$ cat config.mk
export PLATFORM = sky130hd
export DESIGN_NAME = ring_consumer
export DESIGN_NICKNAME = d
export VERILOG_FILES = /design/src/rtl/ring_consumer_pkg.sv /design/src/rtl/rcq_chan.sv /design/src/rtl/rcq_rr_arb.sv /design/src/rtl/rcq_fetch.sv /design/src/rtl/ring_consumer.sv
export SDC_FILE = /design/constraint.sdc
export NUM_CORES = 1
export LEC_CHECK = 0
export ABC_CLOCK_PERIOD_IN_PS = 5200
export BUFFER_PORTS_ARGS = -buffer_cell sky130_fd_sc_hd__buf_2
export CAP_MARGIN = 20
export CORE_MARGIN = 3
export CORE_UTILIZATION = 35
export DETAILED_ROUTE_END_ITERATION = 10
export GPL_TIMING_DRIVEN = 0
export HOLD_SLACK_MARGIN = 0.1
export PLACE_DENSITY = 0.57
export SYNTH_ARGS = -nofsm -noshare
export SYNTH_HDL_FRONTEND = slang
export SYNTH_SLANG_ARGS = --single-unit
$ cat constraint.sdc
create_clock -name clk -period 5.2 [get_ports clk]
set_input_delay 0.52 -clock clk [delete_from_list [all_inputs] [get_ports clk]]
set_output_delay 0.52 -clock clk [all_outputs]
set_load 0.02 [all_outputs]
$ cat src/rtl/ring_consumer_pkg.sv
package ring_consumer_pkg;
   timeunit 1ns; timeprecision 100ps;

   // element layout as seen on the response bus
   localparam int EL_W        = 64;
   localparam int EL_PTR_W    = 32;
   localparam int EL_SIZE_W   = 16;
   localparam int EL_CHAIN    = EL_PTR_W + EL_SIZE_W;
   localparam int EL_BYTES_LG = 3;

   typedef struct packed {
      logic                 chain;
      logic [EL_SIZE_W-1:0] size;
      logic [EL_PTR_W-1:0]  ptr;
   } elem_t;

   typedef enum logic [1:0] {
      CFG_BASE   = 2'd0,
      CFG_LEN    = 2'd1,
      CFG_WIDX   = 2'd2,
      CFG_ENABLE = 2'd3
   } cfg_sel_e;

   typedef enum logic [1:0] {
      FS_IDLE  = 2'd0,
      FS_ISSUE = 2'd1,
      FS_WAIT  = 2'd2
   } fetch_state_e;
endpackage

$ cat src/rtl/rcq_chan.sv
module rcq_chan
   import ring_consumer_pkg::*;
#(
   parameter int AW    = 32,
   parameter int IDX_W = 8
) (
   input  logic             clk,
   input  logic             rst_n,
   input  logic             cfg_hit,
   input  logic [1:0]       cfg_sel,
   input  logic [AW-1:0]    cfg_data,
   input  logic             db_hit,
   input  logic             adv,
   output logic [AW-1:0]    base_o,
   output logic [IDX_W-1:0] rp_o,
   output logic [IDX_W-1:0] rp_nxt_o,
   output logic [IDX_W-1:0] tgt_o,
   output logic             elig_o,
   output logic             err_o
);
   timeunit 1ns; timeprecision 100ps;

   logic [AW-1:0]    base_q;
   logic [IDX_W-1:0] len_q, widx_q, rp_q, tgt_q;
   logic             en_q, err_q;
   logic             db_ok;

   // wrap after the last programmed slot
   assign rp_nxt_o = (rp_q == len_q - 1'b1) ? '0 : rp_q + 1'b1;
   assign db_ok    = en_q && (widx_q != rp_q);

   always_ff @(posedge clk or negedge rst_n) begin
      if (!rst_n) begin
         base_q <= '0;
         len_q  <= '0;
         widx_q <= '0;
         rp_q   <= '0;
         tgt_q  <= '0;
         en_q   <= 1'b0;
         err_q  <= 1'b0;
      end else begin
         if (adv)
            rp_q <= rp_nxt_o;
         if (db_hit) begin
            if (db_ok)
               tgt_q <= widx_q;
            else
               err_q <= 1'b1;
         end
         if (cfg_hit) begin
            case (cfg_sel_e'(cfg_sel))
               CFG_BASE:   base_q <= cfg_data;
               CFG_LEN: begin
                  len_q <= cfg_data[IDX_W-1:0];
                  rp_q  <= '0;
                  tgt_q <= '0;
               end
               CFG_WIDX:   widx_q <= cfg_data[IDX_W-1:0];
               CFG_ENABLE: en_q   <= cfg_data[0];
               default:    ;
            endcase
         end
      end
   end

   assign base_o = base_q;
   assign rp_o   = rp_q;
   assign tgt_o  = tgt_q;
   assign elig_o = (rp_q != tgt_q);
   assign err_o  = err_q;
endmodule

$ cat src/rtl/rcq_rr_arb.sv
module rcq_rr_arb #(
   parameter int NCH = 4,
   parameter int CW  = 2
) (
   input  logic           clk,
   input  logic           rst_n,
   input  logic [NCH-1:0] req,
   input  logic           take,
   output logic [CW-1:0]  gnt_idx,
   output logic [NCH-1:0] gnt_vec,
   output logic           any
);
   timeunit 1ns; timeprecision 100ps;

   logic [CW-1:0] last_q;
   logic          found;

   always_comb begin
      gnt_idx = '0;
      gnt_vec = '0;
      found   = 1'b0;
      for (int k = 1; k <= NCH; k++) begin
         if (!found && req[(int'(last_q) + k) % NCH]) begin
            found   = 1'b1;
            gnt_idx = CW'((int'(last_q) + k) % NCH);
            gnt_vec[(int'(last_q) + k) % NCH] = 1'b1;
         end
      end
      any = found;
   end

   always_ff @(posedge clk or negedge rst_n) begin
      if (!rst_n)
         last_q <= CW'(NCH - 1);
      else if (take && found)
         last_q <= gnt_idx;
   end
endmodule

$ cat src/rtl/rcq_fetch.sv
module rcq_fetch
   import ring_consumer_pkg::*;
#(
   parameter int CW    = 2,
   parameter int AW    = 32,
   parameter int IDX_W = 8,
   parameter int CNT_W = 24
) (
   input  logic             clk,
   input  logic             rst_n,
   input  logic             any,
   input  logic [CW-1:0]    gnt_idx,
   output logic             take,
   output logic [CW-1:0]    cur_ch,
   input  logic [AW-1:0]    cur_base,
   input  logic [IDX_W-1:0] cur_rp,
   input  logic [IDX_W-1:0] cur_rp_nxt,
   input  logic [IDX_W-1:0] cur_tgt,
   output logic             mem_req_valid,
   output logic [AW-1:0]    mem_req_addr,
   input  logic             mem_req_ready,
   input  logic             mem_rsp_valid,
   input  logic [EL_W-1:0]  mem_rsp_data,
   output logic             adv,
   output logic             cpl_valid,
   output logic [CW-1:0]    cpl_ch,
   output logic [CNT_W-1:0] cpl_bytes
);
   timeunit 1ns; timeprecision 100ps;

   fetch_state_e     st_q;
   logic [CW-1:0]    ch_q;
   logic [CNT_W-1:0] acc_q, sum;
   elem_t            el;
   logic             last_el;
   logic             unused_bits;

   assign el          = elem_t'(mem_rsp_data[EL_CHAIN:0]);
   assign unused_bits = ^{mem_rsp_data[EL_W-1:EL_CHAIN+1], el.ptr};
   assign sum         = acc_q + CNT_W'(el.size);
   // chain ends on a clear flag or on the posted boundary
   assign last_el     = !el.chain || (cur_rp_nxt == cur_tgt);

   assign take          = (st_q == FS_IDLE) && any;
   assign cur_ch        = ch_q;
   assign mem_req_valid = (st_q == FS_ISSUE);
   assign mem_req_addr  = cur_base + (AW'(cur_rp) << EL_BYTES_LG);
   assign adv           = (st_q == FS_WAIT) && mem_rsp_valid;

   always_ff @(posedge clk or negedge rst_n) begin
      if (!rst_n) begin
         st_q      <= FS_IDLE;
         ch_q      <= '0;
         acc_q     <= '0;
         cpl_valid <= 1'b0;
         cpl_ch    <= '0;
         cpl_bytes <= '0;
      end else begin
         cpl_valid <= 1'b0;
         case (st_q)
            FS_IDLE: if (any) begin
               ch_q  <= gnt_idx;
               acc_q <= '0;
               st_q  <= FS_ISSUE;
            end
            FS_ISSUE: if (mem_req_ready)
               st_q <= FS_WAIT;
            FS_WAIT: if (mem_rsp_valid) begin
               if (last_el) begin
                  cpl_valid <= 1'b1;
                  cpl_ch    <= ch_q;
                  cpl_bytes <= sum;
                  st_q      <= FS_IDLE;
               end else begin
                  acc_q <= sum;
                  st_q  <= FS_ISSUE;
               end
            end
            default: st_q <= FS_IDLE;
         endcase
      end
   end
endmodule

$ cat src/rtl/ring_consumer.sv
module ring_consumer
   import ring_consumer_pkg::*;
#(
   parameter int NCH     = 4,
   parameter int CH_ID_W = 8,
   parameter int AW      = 32,
   parameter int IDX_W   = 8,
   parameter int CNT_W   = 24
) (
   input  logic               clk,
   input  logic               rst_n,
   input  logic               cfg_we,
   input  logic [CH_ID_W-1:0] cfg_ch,
   input  logic [1:0]         cfg_sel,
   input  logic [AW-1:0]      cfg_data,
   input  logic               db_valid,
   input  logic [CH_ID_W-1:0] db_ch,
   output logic               mem_req_valid,
   input  logic               mem_req_ready,
   output logic [AW-1:0]      mem_req_addr,
   input  logic               mem_rsp_valid,
   input  logic [63:0]        mem_rsp_data,
   output logic               cpl_valid,
   output logic [CH_ID_W-1:0] cpl_ch,
   output logic [CNT_W-1:0]   cpl_bytes,
   output logic [NCH-1:0]     err_o
);
   timeunit 1ns; timeprecision 100ps;

   localparam int CW = $clog2(NCH);

   if (NCH < 2 || NCH > (1 << CH_ID_W) || NCH > 256) begin : g_bad_nch
      $error("ring_consumer: NCH out of range");
   end
   if (AW < IDX_W || AW < EL_BYTES_LG + IDX_W) begin : g_bad_aw
      $error("ring_consumer: AW too narrow");
   end
   if (CNT_W < EL_SIZE_W || EL_W != 64) begin : g_bad_cnt
      $error("ring_consumer: count or element width mismatch");
   end

   logic [AW-1:0]    base_a   [NCH];
   logic [IDX_W-1:0] rp_a     [NCH];
   logic [IDX_W-1:0] rp_nxt_a [NCH];
   logic [IDX_W-1:0] tgt_a    [NCH];
   logic [NCH-1:0]   elig;
   logic [NCH-1:0]   gnt_vec;
   logic [CW-1:0]    gnt_idx, cur_ch, cpl_ch_w;
   logic             any, take, adv;
   logic [AW-1:0]    cur_base;
   logic [IDX_W-1:0] cur_rp, cur_rp_nxt, cur_tgt;

   for (genvar i = 0; i < NCH; i++) begin : g_ch
      rcq_chan #(.AW(AW), .IDX_W(IDX_W)) u_chan (
         .clk      (clk),
         .rst_n    (rst_n),
         .cfg_hit  (cfg_we && (cfg_ch == CH_ID_W'(i))),
         .cfg_sel  (cfg_sel),
         .cfg_data (cfg_data),
         .db_hit   (db_valid && (db_ch == CH_ID_W'(i))),
         .adv      (adv && (cur_ch == CW'(i))),
         .base_o   (base_a[i]),
         .rp_o     (rp_a[i]),
         .rp_nxt_o (rp_nxt_a[i]),
         .tgt_o    (tgt_a[i]),
         .elig_o   (elig[i]),
         .err_o    (err_o[i])
      );
   end

   assign cur_base   = base_a[cur_ch];
   assign cur_rp     = rp_a[cur_ch];
   assign cur_rp_nxt = rp_nxt_a[cur_ch];
   assign cur_tgt    = tgt_a[cur_ch];

   rcq_rr_arb #(.NCH(NCH), .CW(CW)) u_arb (
      .clk     (clk),
      .rst_n   (rst_n),
      .req     (elig),
      .take    (take),
      .gnt_idx (gnt_idx),
      .gnt_vec (gnt_vec),
      .any     (any)
   );

   rcq_fetch #(.CW(CW), .AW(AW), .IDX_W(IDX_W), .CNT_W(CNT_W)) u_fetch (
      .clk           (clk),
      .rst_n         (rst_n),
      .any           (any),
      .gnt_idx       (gnt_idx),
      .take          (take),
      .cur_ch        (cur_ch),
      .cur_base      (cur_base),
      .cur_rp        (cur_rp),
      .cur_rp_nxt    (cur_rp_nxt),
      .cur_tgt       (cur_tgt),
      .mem_req_valid (mem_req_valid),
      .mem_req_addr  (mem_req_addr),
      .mem_req_ready (mem_req_ready),
      .mem_rsp_valid (mem_rsp_valid),
      .mem_rsp_data  (mem_rsp_data),
      .adv           (adv),
      .cpl_valid     (cpl_valid),
      .cpl_ch        (cpl_ch_w),
      .cpl_bytes     (cpl_bytes)
   );

   assign cpl_ch = CH_ID_W'(cpl_ch_w);
endmodule

Yosys cells after proc, flatten, opt, wreduce, memory -nomap -nowiden
Cells that the tools add are included.
Storage, ports and cells
  register bits: 321
  input bits: 120
  output and inout port bits: 70
Cells by class
  add/sub/neg operators: 14
  magnitude comparators: 5
  equality and inequality tests: 31
  multiplexer cells: 76
  bitwise operators: 9
  reduce and logical (&&, ||, !) cells: 61
Operators with widths (count)
  $mux W8: 38
  $mux W24: 3
  $bmux W32 S2: 1
  $mux W32: 2
  $ne A8 B8 Y1: 8
  $bmux W8 S2: 3
  $pmux W24 S2: 1
  $reduce_and A2 Y1: 21
  $eq A8 B8 Y1: 5
  $add A32 B11 Y32: 1
  $add A8 B1 Y8 const B: 4
  $eq A8 B2 Y1 const B: 4
  $sub A8 B1 Y8 const B: 4
  $add A24 B16 Y24: 1
  $logic_and A1 B1 Y1: 22
  $eq A8 B1 Y1 const B: 2
  $logic_not A8 Y1: 2
  $lt A3 B4 Y1 const B: 4
  $mux W1: 16
  $mux W2: 7
  $eq A2 B2 Y1 const B: 5
  $bmux W1 S2: 4
  $reduce_or A2 Y1: 4
  $eq A2 B1 Y1 const B: 3
  15 further kinds: 31

Logic depth before layout (Yosys ltp)
  depth in word-level cells: 18
  depth in mapped cells: 20
  depth with buffers taken out: 14

By module
From an unflattened synthesis, not the netlist that was laid out.
Second synthesis, totals
  cell total of the unflattened synthesis: 1716
  area total of the unflattened synthesis: 19085.8 µm²
Modules (own cells, without submodules)
  rcq_chan (g_ch[0].u_chan ...): instances 3, cells an instance 280, area each 3266.9 µm², sequential area each 1651.6 µm²
  rcq_fetch: instances 1, cells an instance 442, area each 3883.7 µm², sequential area each 1376.3 µm²
  rcq_chan (g_ch[1].u_chan): instances 1, cells an instance 279, area each 3250.6 µm², sequential area each 1651.6 µm²
  ring_consumer: instances 1, cells an instance 98, area each 1606.5 µm², sequential area each 0.0 µm²
  rcq_rr_arb: instances 1, cells an instance 57, area each 544.3 µm², sequential area each 52.6 µm²

Worst setup path before layout
Ideal clock, no wire load.
  path kind: reg-to-output
  start point: reg u_fetch.ch_q[0], in the netlist u_fetch.cur_ch[0]
  end point: out mem_req_addr[31]
  data arrival time: 5.434 ns
  data required time: 4.680 ns
  slack: -0.754 ns
  cell stages (with the launch flop): 21
  buffers on the path: 6
  path through: dfrtp_1 clkbuf_1 buf_2 buf_2 buf_2 buf_2 buf_1 mux4_2 ha_1 inv_1 fa_1 nor2b_1 o21ai_0 a21boi_0 o21ai_0 a21boi_0 o21a_1 nor2_1 nor4_1 nand4_1 xnor2_1
On the way
  word-level cells in the longest chain between the ends: 5
RTL lines
  from (decl): RTL line rcq_fetch.sv:32  | logic [CW-1:0] ch_q;
  from (signal assigned): RTL line rcq_fetch.sv:62  | ch_q <= gnt_idx;
  $not A2 Y3 (not written as such) (*): RTL line ring_consumer.sv:71, ring_consumer.sv:72
  $bmux W32 S2 / $bmux W8 S2 (equally long branches): RTL line ring_consumer.sv:71, ring_consumer.sv:72
  $mux W32 (not written as such) / $mux W8 (equally long branches) (2 in series): RTL line ring_consumer.sv:71, ring_consumer.sv:72
  $add A32 B11 Y32 (*): RTL line rcq_fetch.sv:47  | assign mem_req_addr = cur_base + (AW'(cur_rp) << EL_BYTES_LG);
  to (decl): RTL line ring_consumer.sv:20  | output logic [AW-1:0] mem_req_addr,
Every way passes the cells marked *; elsewhere a longest branch is shown, timed or not. The select of a mux whose other input is x is not followed.

Worst setup path after layout
  start point: reg u_fetch.ch_q[1], in the netlist u_fetch.cur_ch[1]
  end point: out mem_req_addr[27]
The elaborated chain is that of the path after synthesis.

==> metrics.md <==
| Metric | Value |
|---|---|
| DRC viols | `0` |
| Vias | `13000` |
| Post-DRT Antenna Nets | `0` |
| Initial Util | `35.7%` |
| Endpoints failing setup | `0` |
| Post-synth EDFFs | `0` |
| Port buffer count | `133` |
| Initial DRT Pass Iterations | `5` |
| CP Data Arrival Time | `4.48 ns` |
| CP Capture Type | `output port` |
| Crit-path cells | `buf_8 -> clkbuf_16 -> clkbuf_8 -> mux4_2 -> ha_4 -> inv_1 -> fa_2 -> nor2b_1 -> o21ai_1 -> a21boi_1 -> o21ai_1 -> a21boi_1 -> o21a_2 -> nor2_4 -> nor4_4 -> buf_6 -> nand4_1 -> xnor2_2 -> buf_4` |
| Worst-Margin Slew | `1.09 ns` |
| Placed Cells | `2400` |
| Clock Tree Buf Depth | `3` |
| Main synth FF type | `dfrtp_1` |
| Ports | `190` |
| Peak Freq | `0.200 GHz` |
| Rows | `82` |
| Vias/cell | `5.27` |
| Worst Clk Skew | `0.0170 ns` |
| Clk root buf | `clkbuf_16` |
| Total congestion overflow | `0` |
| Clock transition at the registers of the reported paths | `0.06 ns` |
| Initial antenna violation count | `8` |
| Crit path time final | `5.00 ns` |
| Worst path max stage delay | `0.40 ns` |
| Outcome | `completed` |
| HP Start | `mem_req_ready` |
| FF/Latch Area | `8040 um^2` |
| CTS tree | `yes` |
| Min-delay worst type | `in2reg` |
| Power Density | `353 nW/um^2` |
| H-tree levels | `2` |
| Total Routing Usage GR | `18.9%` |
| Synth Instances | `1586` |
| Sink Count | `321` |
| Non-Filler Instances | `2475` |
| CTS buffer count | `38` |
| DIE AREA | `54200 um^2` |
| Gp weighted congestion | `0.903` |
| Total Neg Setup Slack | `0 ns` |
| Synth Cell Area | `18000 um^2` |
| WP data required | `4.68 ns` |
| Pins Over Slew Limit | `0` |
| Final HPWL DP | `37200 um` |
| Worst-path maximum fanout | `28` |
| Layout Nets | `1929` |
| Family with the most delay on the worst path | `buffers and inverters` |
| P&R area growth vs syn | `17.3%` |
| Final hold viol count | `0` |
| Leakage power | `10.2 nW` |
| Routed wire length | `51100 um` |
| Syn Area/Cell | `11.4 um^2` |
| Multi-input gate area | `9460 um^2` |
| Fin crit share | `96.2%` |
| Total power after layout | `7.45 mW` |
| Reg-to-Reg Start | `g_ch[3].u_chan.len_q[0]` |
| Crit path buffers/inverters | `6` |
| Die width | `233 um` |
| Clock latency on the worst-skew pair | `0.56 ns` |
| Filler cell count | `4831` |
| Async SR Flop Fraction | `100%` |
| Sequential share of the synthesized area | `44.6%` |
| Max-cap violations | `0` |
| Share of layout cells above drive strength 1 | `30.0%` |
| Yosys warns | `0` |
| Hold slack | `0.175 ns` |
| Setup CP Type | `reg2out` |
| Max VDD drop | `0.228 mV` |
| DRT iter0 DRCs | `821` |
| Slew margin rel. | `26.9%` |
| Library cells used by synthesis | `76` |
| Crit start category | `flip-flop` |
| Global-route wire length before repair | `78700 um` |
| Vias in the first global route | `13100` |
| Avg WL per Cell | `20.7 um` |
| Core region area | `50500 um^2` |
| Worst setup path startpoint | `u_fetch.cur_ch[1]` |
| Utilization after layout | `41.9%` |
| FF+latch count, synth | `321` |
| Largest net degree at the start of global routing | `112` |
| Die height | `233 um` |
| Critical-path top delay cell | `dfrtp_2` |
## worst register-to-register path: cells and delay by family (launching register included)
| family | cells | cell delay [ns] |
|---|---|---|
| adder cells (fa/ha/maj) | 1 | 0.23 |
| AO/OA/AOI/OAI | 5 | 1.44 |
| XOR/XNOR | 1 | 0.29 |
| multiplexers | 1 | 0.35 |
| flip-flops | 1 | 0.42 |
| AND/OR/NAND/NOR | 3 | 1.02 |
| buffers and inverters | 2 | 0.33 |
## layer usage
layer	vias up	share of wire (%)	track usage, %	routed length, um
met5	-	0.084	0	43
met4	8	3.5	7.02	1780
met3	83	5.3	3.65	2690
met2	290	48	31.2	24600
met1	6621	43	24.7	22000
li1	6039	-	-	-
## cells by family after synthesis
group	synth area share, %
flip-flops	44.6
adder cells (fa/ha/maj)	2.45
AO/OA/AOI/OAI	6.71
buffers and inverters	3.52
XOR/XNOR	8.42
multiplexers	22.5
other	0.0208
AND/OR/NAND/NOR	11.8
## Yosys cell counts, types with 5 or more instances
library cell / number / area, um^2
buf_2: 6 / 30.0
ha_1: 32 / 400
xnor2_1: 105 / 920
dfrtp_1: 319 / 7980
nand2_1: 77 / 289
buf_1: 6 / 22.5
nor3_1: 32 / 160
a211o_1: 5 / 43.8
nor2_1: 125 / 469
a31oi_1: 5 / 31.3
nor2b_1: 10 / 62.6
nand4_1: 21 / 131
xor2_1: 68 / 596
o21a_1: 5 / 37.5
mux2_2: 216 / 2430
and2_1: 15 / 93.8
a21oi_1: 47 / 235
or4_1: 6 / 45.0
and3_1: 19 / 119
mux2i_1: 35 / 350
nor3b_1: 6 / 45.0
nand3_1: 31 / 155
nand2b_1: 12 / 75.1
buf_4: 10 / 75.1
nand3b_1: 16 / 120
or3_1: 6 / 37.5
nor4_1: 25 / 156
mux4_2: 54 / 1220
or2_2: 6 / 37.5
inv_1: 39 / 146
buf_6: 5 / 56.3
a21o_1: 12 / 90.1
a21boi_0: 5 / 37.5
clkbuf_1: 81 / 304
o21ai_0: 53 / 265
## flip-flops by register name, indices dropped and copies added (netlist names)
| signal | count |
|---|---|
| u_fetch.acc_q | 24 |
| g_ch.u_chan.len_q | 32 |
| u_arb.last_q | 2 |
| g_ch.u_chan.rp_o | 32 |
| u_fetch.cur_ch | 2 |
| u_fetch.st_q | 2 |
| g_ch.u_chan.base_o | 128 |
| u_fetch.cpl_ch | 2 |
| g_ch.u_chan.en_q | 4 |
| g_ch.u_chan.widx_q | 32 |
| g_ch.u_chan.err_o | 4 |
| u_fetch.cpl_bytes | 24 |
| u_fetch.cpl_valid | 1 |
| g_ch.u_chan.tgt_o | 32 |
## stage by stage
step	setup slack, ns	area (um^2)
floorplan	0.00290	18100
global placement	-2.70	19600
detailed placement	-2.34	19700
CTS	0.00682	21000
global route	-0.0209	21100
finish	0.197	21100
## cell type report
class | count | share of cell area (%)
clock buffers | 52 | 5.03
inverters | 39 | 0.693
multi-input cells | 1123 | 44.8
plain buffers | 102 | 2.72
repair buffers | 150 | 4.03
diodes | 4 | 0.0474
well taps | 672 | 3.98
clock inverters | 12 | 0.652
flip-flops and latches | 321 | 38.0
## power breakdown
group	switching (mW)	internal (mW)	total (mW)	leakage (nW)
clock network	1.11	1.49	2.60	0.585
logic	1.20	0.857	2.06	5.24
registers	0.106	2.68	2.79	4.35
total	2.41	5.03	7.45	10.2
## placed cells by master, fill, tap and decap left out, types with 5 or more instances in the layout
cell type / count
nor4_1: 22
clkinv_2: 5
and3_1: 19
o21ai_0: 50
nor3_1: 32
nand3b_1: 16
mux2_2: 216
a211o_1: 5
nor3b_1: 6
buf_2: 131
or4_1: 6
mux4_2: 54
nand2b_1: 12
clkbuf_1: 84
ha_1: 30
nand2_1: 77
buf_6: 7
conb_1: 6
clkbuf_16: 39
a31oi_1: 5
nor2_1: 124
and2_1: 15
buf_4: 24
nor2b_1: 9
or2_2: 6
inv_1: 39
dfrtp_1: 317
mux2i_1: 35
a21o_1: 12
nand3_1: 31
or3_1: 6
xor2_1: 68
nand4_1: 21
a21oi_1: 45
clkbuf_8: 7
xnor2_1: 101
## final timing paths
kind                       slack, ns  cells past startpoint                    end
hold / removal                  0.17                      2        u_fetch.st_q[0]
setup reg to reg                0.99                     13  u_fetch.cpl_bytes[13]
max in group asynchronous       3.48                      3      u_fetch.cur_ch[1]
setup / recovery                0.20                     19       mem_req_addr[27]
min in group asynchronous       0.62                      2   g_ch[2].u_chan.err_o
hold reg to reg                 0.47                      1   g_ch[0].u_chan.err_o
## repair_timing
action | 4_1_cts | 5_1_grt
hold buffers | 1 | 0
resized for setup | 33 | 15
endpoints found under the setup margin | 32 | 19
pin swaps | 3 | 7
buffers inserted | 4 | 8
hold endpoints to repair | 70 | 0
No activity file was read; power rests on OpenSTA's default activity.
